$ cat config.mk
export PLATFORM = sky130hd
export DESIGN_NAME = vme_am_decoder
export DESIGN_NICKNAME = d
export VERILOG_FILES = /design/src/rtl/vme_dec_pkg.sv /design/src/rtl/vme_dec_sync.sv /design/src/rtl/vme_dec_classify.sv /design/src/rtl/vme_dec_regs.sv /design/src/rtl/vme_am_decoder.sv
export SDC_FILE = /design/constraint.sdc
export NUM_CORES = 1
export LEC_CHECK = 0
export BUFFER_PORTS_ARGS = -buffer_cell sky130_fd_sc_hd__clkbuf_2
export CAP_MARGIN = 20
export CELL_PAD_IN_SITES_DETAIL_PLACEMENT = 2
export CELL_PAD_IN_SITES_GLOBAL_PLACEMENT = 2
export CORE_AREA = 2 2 96 98
export DETAILED_ROUTE_END_ITERATION = 8
export DIE_AREA = 0 0 98 100
export PLACE_DENSITY = 0.84
export REMOVE_ABC_BUFFERS = 1
export SLEW_MARGIN = 20
export SYNTH_ARGS = -nofsm -noshare
export SYNTH_HDL_FRONTEND = slang
export SYNTH_SLANG_ARGS = --single-unit
$ cat constraint.sdc
create_clock -name clk -period 4.2 [get_ports clk]
set_input_delay 0.21 -clock clk [delete_from_list [all_inputs] [get_ports clk]]
set_output_delay 0.21 -clock clk [all_outputs]
set_load 0.05 [all_outputs]
$ cat src/rtl/vme_dec_pkg.sv
package vme_dec_pkg;

    typedef enum logic [1:0] {
        CLS_NONE = 2'd0,
        CLS_JTAG = 2'd1,
        CLS_REG  = 2'd2,
        CLS_DATA = 2'd3
    } acc_class_e;

    typedef enum logic [1:0] {
        ST_IDLE = 2'd0,
        ST_ACK  = 2'd1,
        ST_SKIP = 2'd2
    } slv_state_e;

    localparam int ADDR_W = 32;
    localparam int DATA_W = 32;
    localparam int AM_W   = 6;

endpackage

$ cat src/rtl/vme_dec_sync.sv
module vme_dec_sync #(
    parameter int WIDTH  = 2,
    parameter int STAGES = 2
) (
    input  logic             clk,
    input  logic             rst_n,
    input  logic [WIDTH-1:0] din,
    output logic [WIDTH-1:0] dout
);
    generate
        if (STAGES == 0) begin : g_bypass
            assign dout = din;
        end else begin : g_chain
            logic [WIDTH-1:0] stage_q [STAGES];
            for (genvar i = 0; i < STAGES; i++) begin : g_stage
                always_ff @(posedge clk or negedge rst_n) begin
                    if (!rst_n) begin
                        stage_q[i] <= '1;
                    end else if (i == 0) begin
                        stage_q[i] <= din;
                    end else begin
                        stage_q[i] <= stage_q[(i == 0) ? 0 : i-1];
                    end
                end
            end
            assign dout = stage_q[STAGES-1];
        end
    endgenerate
endmodule

$ cat src/rtl/vme_dec_classify.sv
module vme_dec_classify
    import vme_dec_pkg::*;
#(
    parameter int          A24_BASE_W = 5,
    parameter int          A32_BASE_W = 9,
    parameter logic [31:0] JTAG_OFS   = 32'h0000_FFFC
) (
    input  logic [ADDR_W-1:2]     addr_w,
    input  logic [AM_W-1:0]       am,
    input  logic [A24_BASE_W-1:0] a24_base,
    input  logic [A32_BASE_W-1:0] a32_base,
    output acc_class_e            cls
);
    localparam int A24_OFS_W = 24 - A24_BASE_W;
    localparam int A32_LO    = ADDR_W - A32_BASE_W;

    logic am_jtag, am_a24, am_a32;
    logic a24_match, a32_match, at_jtag_ofs;

    always_comb begin
        unique case (am)
            6'h19, 6'h1A, 6'h1D, 6'h1E: am_jtag = 1'b1;
            default:                    am_jtag = 1'b0;
        endcase
        unique case (am)
            6'h39, 6'h3A, 6'h3D, 6'h3E: am_a24 = 1'b1;
            default:                    am_a24 = 1'b0;
        endcase
        unique case (am)
            6'h09, 6'h0A, 6'h0B,
            6'h0D, 6'h0E, 6'h0F:        am_a32 = 1'b1;
            default:                    am_a32 = 1'b0;
        endcase
    end

    assign a24_match   = (addr_w[23:A24_OFS_W] == a24_base);
    assign at_jtag_ofs = (addr_w[A24_OFS_W-1:2] == JTAG_OFS[A24_OFS_W-1:2]);
    assign a32_match   = (a32_base != '0) &&
                         (addr_w[ADDR_W-1:A32_LO] == a32_base);

    always_comb begin
        cls = CLS_NONE;
        if (am_jtag && a24_match && at_jtag_ofs) begin
            cls = CLS_JTAG;
        end else if (am_a24 && a24_match && !at_jtag_ofs) begin
            cls = CLS_REG;
        end else if (am_a32 && a32_match) begin
            cls = CLS_DATA;
        end
    end
endmodule

$ cat src/rtl/vme_dec_regs.sv
module vme_dec_regs
    import vme_dec_pkg::*;
#(
    parameter int         A24_BASE_W = 5,
    parameter int         A32_BASE_W = 9,
    parameter int         CRATE_W    = 8,
    parameter logic [7:0] BOARD_TYPE = 8'h5C,
    parameter logic [7:0] BOARD_REV  = 8'h01
) (
    input  logic                   clk,
    input  logic                   rst_n,
    input  logic                   wr_en,
    input  logic [16:0]            word_idx,
    input  logic [DATA_W-1:0]      wdata,
    input  logic [A24_BASE_W-1:0]  a24_base,
    output logic [DATA_W-1:0]      rd_word,
    output logic [A32_BASE_W-1:0]  a32_base,
    output logic [CRATE_W-1:0]     crate_id
);
    localparam logic [16:0] ID_WORD   = 17'd0;
    localparam logic [16:0] BASE_WORD = 17'd4;
    localparam int          A32_LO    = DATA_W - A32_BASE_W;
    localparam int          GAP_W     = 16 - 8 - A24_BASE_W;

    logic unused_wdata;
    assign unused_wdata = ^wdata[A32_LO-1:CRATE_W];

    always_ff @(posedge clk or negedge rst_n) begin
        if (!rst_n) begin
            crate_id <= '0;
            a32_base <= '0;
        end else if (wr_en) begin
            if (word_idx == ID_WORD) begin
                crate_id <= wdata[CRATE_W-1:0];
            end
            if (word_idx == BASE_WORD) begin
                a32_base <= wdata[DATA_W-1:A32_LO];
            end
        end
    end

    always_comb begin
        rd_word = '0;
        if (word_idx == ID_WORD) begin
            rd_word = {BOARD_TYPE, BOARD_REV, {GAP_W{1'b0}}, a24_base, crate_id};
        end else if (word_idx == BASE_WORD) begin
            rd_word = {a32_base, {A32_LO{1'b0}}};
        end
    end
endmodule

$ cat src/rtl/vme_am_decoder.sv
module vme_am_decoder
    import vme_dec_pkg::*;
#(
    parameter int         SYNC_STAGES = 2,
    parameter int         A24_BASE_W  = 5,
    parameter int         A32_BASE_W  = 9,
    parameter logic [7:0] BOARD_TYPE  = 8'h5C,
    parameter logic [7:0] BOARD_REV   = 8'h01
) (
    input  logic                  clk,
    input  logic                  rst_n,
    input  logic [31:0]           vme_addr,
    input  logic [5:0]            vme_am,
    input  logic [31:0]           vme_wdata,
    input  logic                  vme_as_n,
    input  logic                  vme_ds_n,
    input  logic                  vme_write_n,
    input  logic [4:0]            ga,
    input  logic                  vme64x,
    input  logic [4:0]            sw_base,
    output logic [31:0]           rdata,
    output logic                  dtack,
    output logic                  jtag_sel,
    output logic                  reg_sel,
    output logic                  data_sel
);
    localparam int CRATE_W = 8;

    logic [1:0]            strb_s;
    logic                  as_s, ds_s, active;
    logic [A24_BASE_W-1:0] a24_base;
    logic [A32_BASE_W-1:0] a32_base;
    logic [CRATE_W-1:0]    crate_id;
    logic [DATA_W-1:0]     rd_word;
    acc_class_e            cls;
    slv_state_e            state_q, state_n;
    logic                  claim, reg_wr;
    logic                  unused_addr_lo;

    assign unused_addr_lo = ^vme_addr[1:0];

    vme_dec_sync #(.WIDTH(2), .STAGES(SYNC_STAGES)) u_sync (
        .clk  (clk),
        .rst_n(rst_n),
        .din  ({vme_as_n, vme_ds_n}),
        .dout (strb_s)
    );
    assign as_s   = strb_s[1];
    assign ds_s   = strb_s[0];
    assign active = !as_s && !ds_s;

    assign a24_base = vme64x ? ga : sw_base;

    vme_dec_classify #(.A24_BASE_W(A24_BASE_W), .A32_BASE_W(A32_BASE_W)) u_cls (
        .addr_w  (vme_addr[31:2]),
        .am      (vme_am),
        .a24_base(a24_base),
        .a32_base(a32_base),
        .cls     (cls)
    );

    vme_dec_regs #(
        .A24_BASE_W(A24_BASE_W), .A32_BASE_W(A32_BASE_W), .CRATE_W(CRATE_W),
        .BOARD_TYPE(BOARD_TYPE), .BOARD_REV(BOARD_REV)
    ) u_regs (
        .clk     (clk),
        .rst_n   (rst_n),
        .wr_en   (reg_wr),
        .word_idx(vme_addr[18:2]),
        .wdata   (vme_wdata),
        .a24_base(a24_base),
        .rd_word (rd_word),
        .a32_base(a32_base),
        .crate_id(crate_id)
    );

    // state register
    always_ff @(posedge clk or negedge rst_n) begin
        if (!rst_n) state_q <= ST_IDLE;
        else        state_q <= state_n;
    end

    // next state: claim, decline, release
    always_comb begin
        state_n = state_q;
        unique case (state_q)
            ST_IDLE: if (active) state_n = (cls != CLS_NONE) ? ST_ACK : ST_SKIP;
            ST_ACK:  if (ds_s)   state_n = ST_IDLE;
            ST_SKIP: if (ds_s)   state_n = ST_IDLE;
            default:             state_n = ST_IDLE;
        endcase
    end

    assign claim  = (state_q == ST_IDLE) && (state_n == ST_ACK);
    assign reg_wr = claim && (cls == CLS_REG) && !vme_write_n;

    // registered outputs
    always_ff @(posedge clk or negedge rst_n) begin
        if (!rst_n) begin
            dtack    <= 1'b0;
            jtag_sel <= 1'b0;
            reg_sel  <= 1'b0;
            data_sel <= 1'b0;
            rdata    <= '0;
        end else begin
            dtack    <= (state_n == ST_ACK);
            jtag_sel <= claim && (cls == CLS_JTAG);
            reg_sel  <= claim && (cls == CLS_REG);
            data_sel <= claim && (cls == CLS_DATA);
            if (claim) begin
                rdata <= ((cls == CLS_REG) && vme_write_n) ? rd_word : '0;
            end
        end
    end
endmodule

==> results.py <==
metrics = {
    "run": {
        "drv_cap": 0,
    },
    "pwr": {
        "ir_drop_mv": 0.137,
        "leakage_nw": 1.54,
        "power_density_nw_per_um2": 313,
    },
    "clock_network": {
        "cts.clk_slew.worst_paths_ns": 0.10,
        "cts_resized": 0,
        "h-tree-depth": 2,
        "cts_tree": "yes",
        "clk_latency_ns": 0.30,
        "cts_root_buffer": "clkbuf_8",
        "ctsHoldBuffers": 2,
        "cts_buffer_depth": 2,
        "post-cts-setup-buffers": 0,
        "cts-buffers-inserted": 5,
        "cts_sinks": 50,
    },
    "cells_and_area": {
        "fin_nets": 426,
        "syn_to_final_growth_pct": 28.1,
        "fin_area_um2": 3210,
        "layout_commonest_cell": "clkbuf_2",
        "n_antenna_cell": 0,
        "drive_gt1_share_pct": 38.3,
        "layout_common_cells": "clkbuf_2 (94), dfrtp_1 (46), inv_1 (35), o22ai_1 (24), mux2_2 (17)",
        "fin_cells": 450,
    },
    "die": {
        "std_cell_rows": 35,
        "core-area_um2": 8890,
        "die_w_um": 98,
        "ioPinCount": 122,
        "die_h_um": 100,
        "initial_utilization_pct": 28.2,
        "die-area_um2": 9800,
    },
    "worst_setup_path": {
        "endpoint_kind": "flop",
        "crit_path_top_delay_cell": "nor4b_4",
        "cp_data_arrival_time_ns": 3.22,
        "worstPathMaxFanout": 9,
        "timing.rr.start": "state_q[1]",
        "start_kind": "flop",
        "required_ns": 4.39,
        "crit_type": "flop to flop",
        "crit_path_max_incr_delay_ns": 0.61,
        "cp-startpoint": "state_q[1]",
        "path_cells": "inv_1 > ha_1 > nor2b_1 > o21ai_0 > a21o_1 > or4b_4 > nor4b_4 > mux2_2",
    },
    "timing": {
        "rsz0062_at_grt": "no",
        "whs_ns": 0.00357,
        "fmax_mhz": 330,
        "slew_violations": 0,
        "finalHoldViolations": 0,
        "min_period_ns": 3.03,
        "finalCritPeriodShare_pct": 72.1,
        "skew_ns": 0.00678,
        "slew_headroom_pct": 52.9,
        "worst_pin_slew_ns": 0.702,
        "finalSetupTns_ns": 0,
        "finalSetupViolations": 0,
    },
    "yosys": {
        "yosysWarnings": 0,
        "netlist_instances": 239,
        "seq_area_frac_synth_pct": 50.1,
        "synth_area_per_cell_um2": 10.5,
        "netlist_area_um2": 2500,
        "ys_ff_latch": 50,
        "ys_types": 36,
    },
    "global_route": {
        "grt_pass1_wl_um": 12300,
        "grt_remaining_overflow": 0,
        "track_usage_pct": 15.5,
        "grt_pass1_vias": 2406,
        "grt_start_max_net_pins": 51,
        "antenna_found_initial": 0,
    },
    "detailed_routing": {
        "routed_wl_um": 7400,
        "drt_iter0_markers": 69,
        "drc": 0,
        "viasPerCell": 4.79,
        "postRouteAntennaNets": 0,
        "via_count": 2157,
        "drt-pass1-iter-count": 4,
        "wire_per_inst_um": 16.5,
    },
    "place": {
        "place.gp.congestion": 0.777,
        "postPlaceCellArea_um2": 3080,
        "port_buffers": 94,
        "dpl.hpwl_um": 5900,
        "dp_cells": 440,
    },
    "hold_path": {
        "min_path_type": "input port to async pin",
    },
    "outcome": {
        "outcome": "complete, no violations",
    },
}
[worst max-delay path: cells and delay by family, from the launching register on]
| family | cells | cell delay (ns) |
|---|---|---|
| simple gates | 3 | 1.32 |
| fa+ha+maj | 1 | 0.34 |
| compound gates | 2 | 0.31 |
| mux | 1 | 0.41 |
| flops | 1 | 0.45 |
| buf+inv | 1 | 0.07 |
[registers in the layout (all words and copies together), names as in the netlist]
signal,count
jtag_sel,1
dtack,1
u_regs.a32_base,9
data_sel,1
state_q,2
u_sync.g_chain.stage_q,2
rdata,23
u_sync.dout,2
reg_sel,1
u_regs.crate_id,8
[worst paths after layout]
| kind | slack [ns] | depth (start not counted) | end |
|---|---|---|---|
| min in group clk | 0.13 | 2 | u_regs.crate_id[0] |
| worst max register to register | 1.17 | 8 | u_regs.a32_base[7] |
| max in group asynchronous | 3.73 | 2 | u_regs.crate_id[4] |
| worst min-delay path | 0.004 | 2 | rdata[30] |
| worst min register to register | 0.36 | 0 | u_sync.dout[1] |
| worst max-delay path | 1.17 | 8 | u_regs.a32_base[7] |
[per-stage QoR]
stage	util, %	power (mW)	worst slack [ns]
final	36.1	1.00	1.17
after global routing	36.1	1.06	1.02
after global placement	34.6	0.657	1.22
after detailed placement	34.6	0.666	1.17
after CTS	36.1	1.02	1.14
after floorplan	-	0.590	1.54
[power breakdown]
part	internal (mW)	leakage, nW	total [mW]	switching, mW
Combinational	0.0615	0.796	0.159	0.0971
Clock	0.179	0.0585	0.348	0.169
Sequential	0.489	0.684	0.497	0.00847
Total	0.729	1.54	1.00	0.274
[cells in the mapped netlist]
library cell,n,share of area (%)
nand2b_1,3,0.75
nand3_1,5,1.0
nor4b_4,1,0.95
or4b_4,1,0.55
nor3_4,1,0.65
o211ai_1,1,0.30
a22o_1,1,0.35
and4_1,3,1.0
nand4_1,7,1.7
nor4_1,8,2.0
nor4b_1,2,0.70
ha_1,2,1.0
xnor2_1,13,4.5
nand4b_1,1,0.35
dfrtp_1,46,46
mux2i_1,5,2.0
mux2_2,17,7.6
dfstp_2,4,4.2
o22ai_1,24,6.0
a21o_1,1,0.30
a211oi_1,1,0.30
nor4_4,1,0.85
buf_4,9,2.7
a41oi_1,1,0.35
nor3_1,2,0.40
clkbuf_1,2,0.30
conb_1,1,0.15
a21oi_1,2,0.40
a31oi_1,2,0.50
xor2_1,1,0.35
nor2b_1,6,1.5
buf_2,3,0.60
o21ai_0,6,1.2
nor2_1,7,1.0
inv_1,35,5.2
nand2_1,14,2.1
[routing by layer]
layer / track usage [%] / share of wire, %
met3: 2.65 / 4.1
met2: 29.3 / 55
met5: 0 / 0
met4: 2.56 / 0.23
met1: 18.8 / 40
[cell families (layout without fill, tap and decap cells)]
group	after synthesis	in the layout	synth area share [%]
other cells	1	9	0.150
fa+ha+maj	2	2	0.999
flops	50	50	50.1
xor+xnor	14	14	4.90
simple gates	62	62	15.6
compound gates	39	39	9.69
mux	22	22	9.64
buf+inv	49	141	8.84
[layout make-up]
| cell class | count | area, µm² |
|---|---|---|
| fill | 1009 | 5680 |
| sequential | 50 | 1260 |
| multi-input combinational | 148 | 1060 |
| timing repair buffer | 98 | 505 |
| tap | 111 | 139 |
| inverter | 35 | 131 |
| clock buffer | 5 | 68.8 |
| clock inverter | 3 | 43.8 |
(Power assumes the default switching activity.)
